===== config.mk =====
export PLATFORM = sky130hd
export DESIGN_NAME = fifo_panic_ctrl
export DESIGN_NICKNAME = d
export VERILOG_FILES = /design/src/rtl/wm_pkg.sv /design/src/rtl/wm_fifo.sv /design/src/rtl/wm_thresholds.sv /design/src/rtl/wm_panic.sv /design/src/rtl/fifo_panic_ctrl.sv
export SDC_FILE = /design/constraint.sdc
export NUM_CORES = 2
export LEC_CHECK = 0
export BUFFER_PORTS_ARGS = -buffer_cell sky130_fd_sc_hd__buf_2
export CAP_MARGIN = 15
export CORE_ASPECT_RATIO = 2
export CORE_MARGIN = 3
export CORE_UTILIZATION = 59
export CTS_BUF_LIST = sky130_fd_sc_hd__clkbuf_2 sky130_fd_sc_hd__clkbuf_4 sky130_fd_sc_hd__clkbuf_8
export DETAILED_ROUTE_END_ITERATION = 6
export HOLD_SLACK_MARGIN = 0.15
export PLACE_DENSITY = 0.77
export SLEW_MARGIN = 20
export SYNTH_ARGS = -nofsm -noshare
export SYNTH_HDL_FRONTEND = slang
export SYNTH_SLANG_ARGS = --single-unit
export TNS_END_PERCENT = 30

===== constraint.sdc =====
create_clock -name clk -period 5.5 [get_ports clk]
set_input_delay 1.65 -clock clk [delete_from_list [all_inputs] [get_ports clk]]
set_output_delay 1.65 -clock clk [all_outputs]
set_load 0.01 [all_outputs]

===== src/rtl/wm_pkg.sv =====
// Shared types and helpers for the FIFO panic watermark controller.
// Assumes watermark codes are 2 bits wide, each naming thirds of the depth.
package wm_pkg;

    typedef logic [1:0] wm_code_t;

    localparam wm_code_t WM_LOW_RST  = 2'd1;
    localparam wm_code_t WM_HIGH_RST = 2'd2;

    // Converts a fraction code into an entry count: depth*code/3, truncated.
    function automatic int unsigned wm_level(input int unsigned depth, input wm_code_t code);
        return (depth * 32'(code)) / 32'd3;
    endfunction

endpackage


===== src/rtl/wm_fifo.sv =====
// Circular pixel FIFO with a registered fill count and show-ahead read data.
// Assumes writes on a full FIFO and reads on an empty FIFO are dropped.
module wm_fifo #(
    parameter int DEPTH  = 48,
    parameter int DATA_W = 64,
    localparam int PTR_W = (DEPTH > 1) ? $clog2(DEPTH) : 1,
    localparam int CNT_W = $clog2(DEPTH + 1)
) (
    input  logic              clk,
    input  logic              rst_n,
    input  logic              wr_valid,
    input  logic [DATA_W-1:0] wr_data,
    input  logic              rd_en,
    output logic [DATA_W-1:0] rd_data,
    output logic [CNT_W-1:0]  count,
    output logic              empty,
    output logic              full,
    output logic              rd_empty_hit
);

    localparam logic [PTR_W-1:0] LAST_PTR = PTR_W'(DEPTH - 1);

    logic [DATA_W-1:0] mem [DEPTH];
    logic [PTR_W-1:0]  wr_ptr, rd_ptr;
    logic              wr_ok, rd_ok;

    // Qualifies the requests against the current occupancy.
    always_comb begin
        wr_ok        = wr_valid && !full;
        rd_ok        = rd_en && !empty;
        rd_empty_hit = rd_en && empty;
    end

    assign empty   = (count == '0);
    assign full    = (count == CNT_W'(DEPTH));
    assign rd_data = mem[rd_ptr];

    // Stores an accepted beat at the write pointer.
    always_ff @(posedge clk) begin
        if (wr_ok) mem[wr_ptr] <= wr_data;
    end

    // Advances the pointers with wrap at the last entry.
    always_ff @(posedge clk) begin
        if (!rst_n) begin
            wr_ptr <= '0;
            rd_ptr <= '0;
        end else begin
            if (wr_ok) wr_ptr <= (wr_ptr == LAST_PTR) ? '0 : wr_ptr + 1'b1;
            if (rd_ok) rd_ptr <= (rd_ptr == LAST_PTR) ? '0 : rd_ptr + 1'b1;
        end
    end

    // Tracks occupancy; a paired read and write cancel out.
    always_ff @(posedge clk) begin
        if (!rst_n) begin
            count <= '0;
        end else begin
            unique case ({wr_ok, rd_ok})
                2'b10:   count <= count + 1'b1;
                2'b01:   count <= count - 1'b1;
                default: count <= count;
            endcase
        end
    end

    p_no_overflow_r1: assert property (@(posedge clk) disable iff (!rst_n)
        count <= CNT_W'(DEPTH));

    p_pair_hold_r2: assert property (@(posedge clk) disable iff (!rst_n)
        (wr_valid && rd_en && !empty && !full) |=> (count == $past(count)));

    p_full_drop_r1: assert property (@(posedge clk) disable iff (!rst_n)
        (full && !rd_en) |=> full);

endmodule


===== src/rtl/wm_thresholds.sv =====
// Holds the two watermark codes and turns them into entry-count levels.
// Assumes codes are loaded together on a single-cycle strobe.
module wm_thresholds
    import wm_pkg::*;
#(
    parameter int DEPTH = 48,
    localparam int CNT_W = $clog2(DEPTH + 1)
) (
    input  logic             clk,
    input  logic             rst_n,
    input  logic             cfg_wr,
    input  wm_code_t         cfg_low,
    input  wm_code_t         cfg_high,
    output logic [CNT_W-1:0] low_lvl,
    output logic [CNT_W-1:0] high_lvl
);

    wm_code_t low_code, high_code;

    // Registers the codes so new values reach the comparators a cycle later.
    always_ff @(posedge clk) begin
        if (!rst_n) begin
            low_code  <= WM_LOW_RST;
            high_code <= WM_HIGH_RST;
        end else if (cfg_wr) begin
            low_code  <= cfg_low;
            high_code <= cfg_high;
        end
    end

    // Maps the registered codes onto levels.
    always_comb begin
        low_lvl  = CNT_W'(wm_level(DEPTH, low_code));
        high_lvl = CNT_W'(wm_level(DEPTH, high_code));
    end

endmodule


===== src/rtl/wm_panic.sv =====
// Hysteresis state for the panic flag, compared against the registered count.
// Assumes the levels are stable for the cycle they are sampled in.
module wm_panic #(
    parameter int DEPTH = 48,
    localparam int CNT_W = $clog2(DEPTH + 1)
) (
    input  logic             clk,
    input  logic             rst_n,
    input  logic             en,
    input  logic [CNT_W-1:0] count,
    input  logic [CNT_W-1:0] low_lvl,
    input  logic [CNT_W-1:0] high_lvl,
    output logic             panic_q
);

    // Raises below the low level, releases at or above the high level.
    always_ff @(posedge clk) begin
        if (!rst_n) begin
            panic_q <= 1'b0;
        end else if (!en) begin
            panic_q <= 1'b0;
        end else if (panic_q) begin
            if (count >= high_lvl) panic_q <= 1'b0;
        end else if (count < low_lvl) begin
            panic_q <= 1'b1;
        end
    end

    p_rise_r4: assert property (@(posedge clk) disable iff (!rst_n)
        (en && !panic_q && count < low_lvl) |=> panic_q);

    p_release_r5: assert property (@(posedge clk) disable iff (!rst_n)
        (en && panic_q && count >= high_lvl) |=> !panic_q);

    p_hold_r5: assert property (@(posedge clk) disable iff (!rst_n)
        (en && panic_q && count < high_lvl) |=> panic_q);

    p_quiet_r4: assert property (@(posedge clk) disable iff (!rst_n)
        (en && !panic_q && count >= low_lvl) |=> !panic_q);

    p_disable_r7: assert property (@(posedge clk) disable iff (!rst_n)
        !en |=> !panic_q);

endmodule


===== src/rtl/fifo_panic_ctrl.sv =====
// Top: scan-out FIFO plus panic watermark logic, priority select,
// burst refill request and sticky underflow flag.
// Assumes all inputs are synchronous to clk.
module fifo_panic_ctrl
    import wm_pkg::*;
#(
    parameter int DEPTH       = 48,
    parameter int DATA_W      = 64,
    parameter int BURST_BYTES = 256,
    parameter int PRIO_W      = 3,
    parameter int NORMAL_PRIO = 2,
    parameter int PANIC_PRIO  = 7,
    localparam int CNT_W       = $clog2(DEPTH + 1),
    localparam int BEAT_BYTES  = DATA_W / 8,
    localparam int BURST_BEATS = BURST_BYTES / BEAT_BYTES
) (
    input  logic              clk,
    input  logic              rst_n,
    input  logic              wr_valid,
    input  logic [DATA_W-1:0] wr_data,
    input  logic              rd_en,
    output logic [DATA_W-1:0] rd_data,
    output logic [CNT_W-1:0]  fill_level,
    output logic              empty,
    output logic              full,
    input  logic              cfg_wr,
    input  logic [1:0]        cfg_low,
    input  logic [1:0]        cfg_high,
    input  logic              panic_en,
    output logic              panic,
    output logic [PRIO_W-1:0] req_prio,
    output logic              fetch_req,
    output logic              underflow,
    input  logic              underflow_clr
);

    logic [CNT_W-1:0] low_lvl, high_lvl;
    logic             panic_q;
    logic             rd_empty_hit;

    wm_fifo #(.DEPTH(DEPTH), .DATA_W(DATA_W)) u_fifo (
        .clk          (clk),
        .rst_n        (rst_n),
        .wr_valid     (wr_valid),
        .wr_data      (wr_data),
        .rd_en        (rd_en),
        .rd_data      (rd_data),
        .count        (fill_level),
        .empty        (empty),
        .full         (full),
        .rd_empty_hit (rd_empty_hit)
    );

    wm_thresholds #(.DEPTH(DEPTH)) u_thr (
        .clk      (clk),
        .rst_n    (rst_n),
        .cfg_wr   (cfg_wr),
        .cfg_low  (cfg_low),
        .cfg_high (cfg_high),
        .low_lvl  (low_lvl),
        .high_lvl (high_lvl)
    );

    wm_panic #(.DEPTH(DEPTH)) u_panic (
        .clk      (clk),
        .rst_n    (rst_n),
        .en       (panic_en),
        .count    (fill_level),
        .low_lvl  (low_lvl),
        .high_lvl (high_lvl),
        .panic_q  (panic_q)
    );

    // Gates the registered flag and selects the requested priority.
    always_comb begin
        panic    = panic_q && panic_en;
        req_prio = panic ? PRIO_W'(PANIC_PRIO) : PRIO_W'(NORMAL_PRIO);
    end

    // Builds the refill request; a burst larger than the FIFO never fits.
    generate
        if (BURST_BEATS > DEPTH) begin : g_burst_too_big
            assign fetch_req = 1'b0;
        end else begin : g_burst_fits
            assign fetch_req = (fill_level <= CNT_W'(DEPTH - BURST_BEATS));
        end
    endgenerate

    // Keeps the underflow flag; a fresh underflow beats the clear strobe.
    always_ff @(posedge clk) begin
        if (!rst_n)             underflow <= 1'b0;
        else if (rd_empty_hit)  underflow <= 1'b1;
        else if (underflow_clr) underflow <= 1'b0;
    end

    p_uflow_set_r11: assert property (@(posedge clk) disable iff (!rst_n)
        (rd_en && empty) |=> underflow);

    p_uflow_sticky_r11: assert property (@(posedge clk) disable iff (!rst_n)
        (underflow && !underflow_clr) |=> underflow);

    p_prio_follow_r8: assert property (@(posedge clk) disable iff (!rst_n)
        $rose(panic) |-> (req_prio != PRIO_W'(NORMAL_PRIO) || PANIC_PRIO == NORMAL_PRIO));

endmodule


; Word level (Yosys, flattened, before mapping)
; Memory sizes are Yosys's and may differ from the RTL's. A register that Yosys moved wholly into a read port is not among the register bits.
; Cells that the tools add are included.
[word_totals]
ramBits = 3072
out_inout_bits = 78
inputBits = 75
mem_count = 1
wordCells = 47
register_bits = 24
[mem_list]
columns = name, words, width, read_ports, rd_clocked_by_memory_dff, wr, line
row1 = u_fifo.mem, 48, 64, 1, 1, 1, wm_fifo.sv:23  ; logic [DATA_W-1:0] mem [DEPTH];
[classes]
n_addsub = 4
magnitude_cmp = 3
mux = 13
n_eq_ne = 5
n_div = 2
reduce_logical = 10
n_mul = 2
[op_table]
columns = operator, n
row1 = divider 8 x 2 -> 32 bit (second input constant), 2
row2 = 2-to-1 mux 6 bit, 4
row3 = adder 6 x 1 -> 6 bit (second input constant), 3
row4 = == test 6 bit (second input constant), 3
row5 = one-hot mux 6 bit (2 select lines), 1
row6 = multiplier 2 x 2 -> 4 bit (first input constant), 2
row7 = 2-to-1 mux 1 bit, 7
row8 = greater-or-equal comparator 6 bit, 1
row9 = less-or-equal comparator 6 x 5 -> 1 bit (second input constant), 1
row10 = zero test 6 bit, 1
row11 = < comparator 6 bit, 1
row12 = subtractor 6 x 1 -> 6 bit (second input constant), 1
row13 = logical AND 1 bit, 4
row14 = nonzero test 2 bit, 2
row15 = 2-to-1 mux 3 bit, 1
row16 = == test 2 x 1 -> 1 bit (second input constant), 1
row17 = == test 2 bit (second input constant), 1
row18 = zero test 1 bit, 2
row19 = AND reduction 2 bit, 1

; Depth between registers and ports, before layout
[logic_depth]
ltp_word = 5
mapped_depth = 33
ltp_nobuf = 32

; Cells and area by module
; Synthesis repeated with hierarchy kept, for this count alone.
[hier_totals]
cells_unflattened = 5442
hier_area_um2 = 120237.8
[by_module_without_submodules]
columns = mod, n_inst, seq_area_each_um2, area_each_um2, cells_each
row1 = wm_fifo, 1, 92728.9, 117854.3, 5110
row2 = wm_thresholds, 1, 80.1, 1998.2, 280
row3 = wm_panic, 1, 20.0, 306.5, 42
row4 = fifo_panic_ctrl, 1, 20.0, 78.8, 10

; Least setup slack after synthesis
; OpenSTA, ideal clock, no wires.
[synth_timing]
path_type = register to register
startpoint = register u_thr.low_code[0]
endpoint = register u_panic.panic_q
setup_slack_ns = -0.504
arrival_time_ns = 5.866
required_ns = 5.362
period_less_slack_ns = 6.004
path_buffers = 0
stages_incl_launch_ff = 32
setup_time_ns = 0.138
path_cell_list = dfxtp_1 -> inv_1 -> ha_1 -> or3_4 -> nand2_1 -> inv_1 -> ha_1 -> a31o_4 -> clkinv_2 -> a21oi_1 -> or2_2 -> inv_1 -> ha_1 -> or2b_2 -> a21oi_4 -> xnor2_1 -> inv_1 -> ha_1 -> nand2_1 -> mux2_2 -> nor2_1 -> xnor2_1 -> ha_1 -> nand2_1 -> or4_4 -> nand3_2 -> o2111a_1 -> ha_1 -> inv_1 -> or3_1 -> o31ai_1 -> a41oi_1
[synth_via]
elab_chain_len = 5
[synth_rtl]
columns = element, line
row1 = "start, declared", wm_thresholds.sv:18  ; wm_code_t low_code, high_code;
row2 = "start signal, assigned", wm_thresholds.sv:26  ; low_code <= cfg_low;
row3 = multiplier 2 x 2 -> 4 bit, wm_pkg.sv:12  ; return (depth * 32'(code)) / 32'd3;
row4 = divider 8 x 2 -> 32 bit, wm_pkg.sv:12
row5 = < comparator 6 bit, wm_panic.sv:24  ; end else if (count < low_lvl) begin
row6 = 2-to-1 mux 1 bit, wm_panic.sv:24
row7 = 2-to-1 mux 1 bit, wm_panic.sv:22  ; end else if (panic_q) begin
row8 = "end signal, assigned", wm_panic.sv:21  ; panic_q <= 1'b0;
row9 = "end signal, assigned", wm_panic.sv:23  ; if (count >= high_lvl) panic_q <= 1'b0;
row10 = "end signal, assigned", wm_panic.sv:25  ; panic_q <= 1'b1;
row11 = "end, declared", wm_panic.sv:13  ; output logic panic_q
; Every way passes these cells.
; A chain may end at the register's enable or synchronous reset.

; Final worst setup path
[layout_timing]
startpoint = register u_thr.high_code[1]
endpoint = register u_panic.panic_q
[layout_via]
elab_chain_len = 5
[layout_rtl]
columns = element, line
row1 = "start, declared", wm_thresholds.sv:18
row2 = "start signal, assigned", wm_thresholds.sv:27  ; high_code <= cfg_high;
row3 = multiplier 2 x 2 -> 4 bit, wm_pkg.sv:12
row4 = divider 8 x 2 -> 32 bit, wm_pkg.sv:12
row5 = greater-or-equal comparator 6 bit, wm_panic.sv:23
row6 = 2-to-1 mux 1 bit, wm_panic.sv:23
row7 = 2-to-1 mux 1 bit, wm_panic.sv:22
; Every way passes these cells.

==> metrics list <==
* Overflow after GRT: 0
- Measured slew at the worst slew-check pin: 1.11 ns
- Row Count: 232
* Unrepaired setup endpoints after global routing: true
- Detailed Routing Iterations Pass 1: 5
- Clock transition at the register clock pins on the worst setup and hold paths after CTS: 0.07 ns
* Worst Setup Start Kind: flip-flop
- After detailed placement, the total cell area comes to 127,000 µm².
- Areal power density over the cells: 401 nW/µm²
- The clock passes through at most 4 buffers.
* Outcome: finished, violations left
- After layout, the minimum clock period comes to 5.65 ns.
- Of the cells placed in the final design, the portion with a size suffix greater than 1 is 0.386.
* Aggregate global-route resource usage: 0.310
* Critical path's largest stage delay: 0.42 ns
* Routability cong.: 0.815
- Synthesized cell area: 119,000 µm²
- Instance count of the mapped netlist: 4,872
* Via total after detailed routing: 59,000
- Number of buffers added by the clock tree synthesis step: 397
- Count of yosys warnings during synthesis: 0
- The detailed router finished its first iteration with 8,566 violations.
* Final design area excluding fillers: 136,000 µm²
- Summed over all failing endpoints, the final setup total negative slack is -0.154 ns.
- Antenna Nets Post-Route: 0
- Path type of the worst min-delay path: flip-flop to flip-flop
* Core Region: 200,000 µm²
* Clock tree from TritonCTS: done
- Dividing the detail-routed wire length by the instance count gives 37.9 µm.
* Net count after synthesis: 4,986
* Top cell by count, worst path: sky130_fd_sc_hd__inv_2
- Once detailed placement completed, the half-perimeter wirelength came to 170,000 µm.
* Total number of nets in the final design: 5,636
* Total leakage power: 41.3 nW
- The worst-case IR drop observed on VDD is 0.369 mV.
- Summed over all layers, the routed wires come to 319,000 µm.
- Data on the critical path arrives at its endpoint at 6.54 ns.
* Chip width: 324 µm
- Maximum operating frequency: 177 MHz
- The H-tree generated during clock tree synthesis spans 5 levels.
- In the routed layout, each cell is associated on average with a via count of 7.01.
* Sinks on the clock net: 3,102
* Data required time at the worst endpoint: 6.38 ns
- Once placement completed, the tool counted placed cells totaling 7,646.
* Initial Utilization: 0.595
- Final Non-Filler Cells: 8,417
- Among all flip-flop cells after synthesis, the most frequent one is sky130_fd_sc_hd__edfxtp_1.
- For the final database, setup skew stands at 0.0435 ns.
- 153 I/O pins were placed.
* Failing checks: negative setup slack
- The largest individual stage delay along the critical path comes from the cell sky130_fd_sc_hd__or3b_4.
* Pin count of the biggest net entering global routing: 83
* Relative slew slack: 0.260
- Root buffer selected by CTS: sky130_fd_sc_hd__clkbuf_8
- STA classifies the critical path endpoint as a flip-flop.
- In this run the vertical extent of the chip is 641 µm.
* Count of final hold-check violations: 0
- Input and output buffers added on the ports amount to 151.
- Max-cap check violation count: 0
- Wire length of the first global-routing pass: 446,000 µm
- Final Max Tran Viols: 0
- Largest fanout on the critical path: 4
- Proportion of synthesized flip-flops having asynchronous set or reset: 0
- The die covers 208,000 µm².
- Of the synthesized area, sequential elements account for 0.780.
* Netlist cell types: 74
- Least setup slack across all paths after layout: -0.154 ns
- Period utilisation layout: 1.03
* Mean post-synth cell area: 24.4 µm²
* Post-detailed-route DRC marker count: 0
* Number of failing setup endpoints in the final timing report: 1
* Antenna violations before repair: 26
- Insertion delay of the later-clocked pin in the worst-skew pair: 1.00 ns
* Number of enable-type register cells in the synthesized netlist: 3,072
* Number of global-route vias before repair: 60,300
- Area delta synth->final: 13.8%
- Number of synthesized register bits: 3,102
- Critical path start-end classification: flip-flop to flip-flop
==> layer usage <==
metal	global-route usage	share of wire	vias to the layer above
met5	0	0.00026	-
met3	0.0559	0.10	985
met2	0.529	0.53	4503
met1	0.384	0.31	31100
li1	-	-	22400
met4	0.159	0.057	12
==> logic make-up (layout without fill, tap and decap cells) <==
| kind of cell | Yosys count | in the layout | synth area share |
|---|---|---|---|
| AND/OR/NAND/NOR | 256 | 256 | 0.0107 |
| XOR/XNOR | 25 | 25 | 0.00184 |
| AO/OA/AOI/OAI | 137 | 137 | 0.00688 |
| multiplexers | 1032 | 1032 | 0.188 |
| flip-flops | 3102 | 3102 | 0.780 |
| adder cells (fa/ha/maj) | 39 | 39 | 0.00416 |
| other | 1 | 15 | 0.0000315 |
| buffers and inverters | 280 | 1237 | 0.00911 |
==> final cells by class <==
class / count / area, µm²
flip-flops and latches: 3102 / 92900
inverters: 24 / 104
diodes: 14 / 35.0
clock inverters: 185 / 1390
well taps: 2574 / 3220
multi-input cells: 1490 / 26000
fillers: 11500 / 64800
clock buffers: 521 / 6430
repair buffers: 507 / 5510
==> cells in the final DEF, fill, tap and decap left out, types with 16 or more instances in the layout <==
cell type                   count
sky130_fd_sc_hd__mux4_2       960
sky130_fd_sc_hd__nor2_4        49
sky130_fd_sc_hd__nand2_1       92
sky130_fd_sc_hd__clkbuf_4     119
sky130_fd_sc_hd__dfxtp_1       20
sky130_fd_sc_hd__mux2i_1       61
sky130_fd_sc_hd__buf_2        151
sky130_fd_sc_hd__o21ai_1       16
sky130_fd_sc_hd__clkinv_1      85
sky130_fd_sc_hd__buf_12       126
sky130_fd_sc_hd__buf_4        201
sky130_fd_sc_hd__buf_16        18
sky130_fd_sc_hd__clkinv_2      58
sky130_fd_sc_hd__clkbuf_8     402
sky130_fd_sc_hd__bufinv_16     18
sky130_fd_sc_hd__ha_1          22
sky130_fd_sc_hd__xnor2_1       16
sky130_fd_sc_hd__edfxtp_1    3072
sky130_fd_sc_hd__o21ai_0       59
==> path summary, 6_finish.rpt <==
check | start | endpoint | slack (ns) | cells past startpoint
min | u_fifo.rd_ptr[5]$_SDFFE_PN0P_ | flip-flop | 0.52 | 2
max reg2reg | u_thr.high_code[1]$_SDFFE_PN1P_ | u_panic.panic_q$_SDFF_PN0_ | -0.15 | 31
min reg2reg | u_fifo.rd_ptr[5]$_SDFFE_PN0P_ | flip-flop | 0.52 | 2
max | u_thr.high_code[1]$_SDFFE_PN1P_ | u_panic.panic_q$_SDFF_PN0_ | -0.15 | 31
==> Yosys cell counts (2+ instances only) <==
library cell                  n  area (µm²)
sky130_fd_sc_hd__xnor2_1     18         158
sky130_fd_sc_hd__buf_1       76         285
sky130_fd_sc_hd__inv_1       22        82.6
sky130_fd_sc_hd__o21ai_0     81         405
sky130_fd_sc_hd__nand4_1      4        25.0
sky130_fd_sc_hd__or2_2        3        18.8
sky130_fd_sc_hd__mux2_2       2        22.5
sky130_fd_sc_hd__ha_1        38         475
sky130_fd_sc_hd__o21bai_1     3        22.5
sky130_fd_sc_hd__nand2_1     96         360
sky130_fd_sc_hd__nand3_1      7        35.0
sky130_fd_sc_hd__o21a_1       2        15.0
sky130_fd_sc_hd__mux2i_1     70         701
sky130_fd_sc_hd__clkbuf_1   172         646
sky130_fd_sc_hd__nand2b_1     5        31.3
sky130_fd_sc_hd__xor2_1       7        61.3
sky130_fd_sc_hd__or3_1        7        43.8
sky130_fd_sc_hd__buf_4        3        22.5
sky130_fd_sc_hd__a22oi_1      2        15.0
sky130_fd_sc_hd__a21oi_1     19        95.1
sky130_fd_sc_hd__nand3b_1     8        60.1
sky130_fd_sc_hd__a21boi_0     4        30.0
sky130_fd_sc_hd__and2_1      11        68.8
sky130_fd_sc_hd__or4bb_2      2        25.0
sky130_fd_sc_hd__or4_1        2        15.0
sky130_fd_sc_hd__mux4_2     960       21600
sky130_fd_sc_hd__nor2_1      63         236
sky130_fd_sc_hd__a21o_1       5        37.5
sky130_fd_sc_hd__a31oi_1      4        25.0
sky130_fd_sc_hd__edfxtp_1  3072       92200
sky130_fd_sc_hd__nor2b_1     13        81.3
sky130_fd_sc_hd__nor3_1       5        25.0
sky130_fd_sc_hd__a311oi_2     2        30.0
sky130_fd_sc_hd__buf_2        3        15.0
sky130_fd_sc_hd__a211oi_1     2        15.0
sky130_fd_sc_hd__dfxtp_1     30         601
sky130_fd_sc_hd__or3b_2       5        43.8
sky130_fd_sc_hd__and3_1       2        12.5
sky130_fd_sc_hd__nor3b_1      6        45.0
sky130_fd_sc_hd__o211ai_1     2        15.0
==> critical path, delay by kind of cell (launching register included) <==
kind / cells / cell delay (ns)
mux: 1 / 0.28
fa+ha+maj: 6 / 1.30
buf+inv: 4 / 0.30
flops: 1 / 0.36
compound gates: 10 / 1.50
simple gates: 8 / 1.51
xor+xnor: 2 / 0.32
==> power by group <==
group | internal (mW) | switching [mW]
Combinational | 6.11 | 5.28
Sequential | 26.1 | 0.106
Clock | 8.51 | 8.24
==> through the flow <==
| step | worst slack, ns | total power, mW | hold slack, ns | util |
|---|---|---|---|---|
| 2_1_floorplan | -0.0893 | 34.2 | 0.473 | - |
| 3_3_place_gp | -0.0700 | 37.3 | 0.484 | 0.632 |
| 3_5_place_dp | -0.388 | 37.5 | 0.522 | 0.632 |
| 4_1_cts | -0.0776 | 54.4 | 0.532 | 0.675 |
| 5_1_grt | -0.392 | 56.2 | 0.571 | 0.677 |
| 6_report | -0.154 | 54.4 | 0.521 | 0.677 |
==> repair_timing <==
item / 4_1_cts / 5_1_grt
hold buffers: 0 / 0
cloned: 6 / 2
setup buffers: 33 / 10
gates resized for setup: 63 / 58
endpoints found under the setup margin: 65 / 19
pin swaps: 23 / 23
==> flip-flops by register name (all words and copies together) (netlist names), named ones only <==
register and flops:
u_fifo.count 6, u_fifo.mem 3072, u_fifo.rd_ptr 6, u_fifo.wr_ptr 6, u_panic.panic_q 1, u_thr.high_code 2
u_thr.low_code 2, underflow 1
Power figures use the tool's default switching activity.
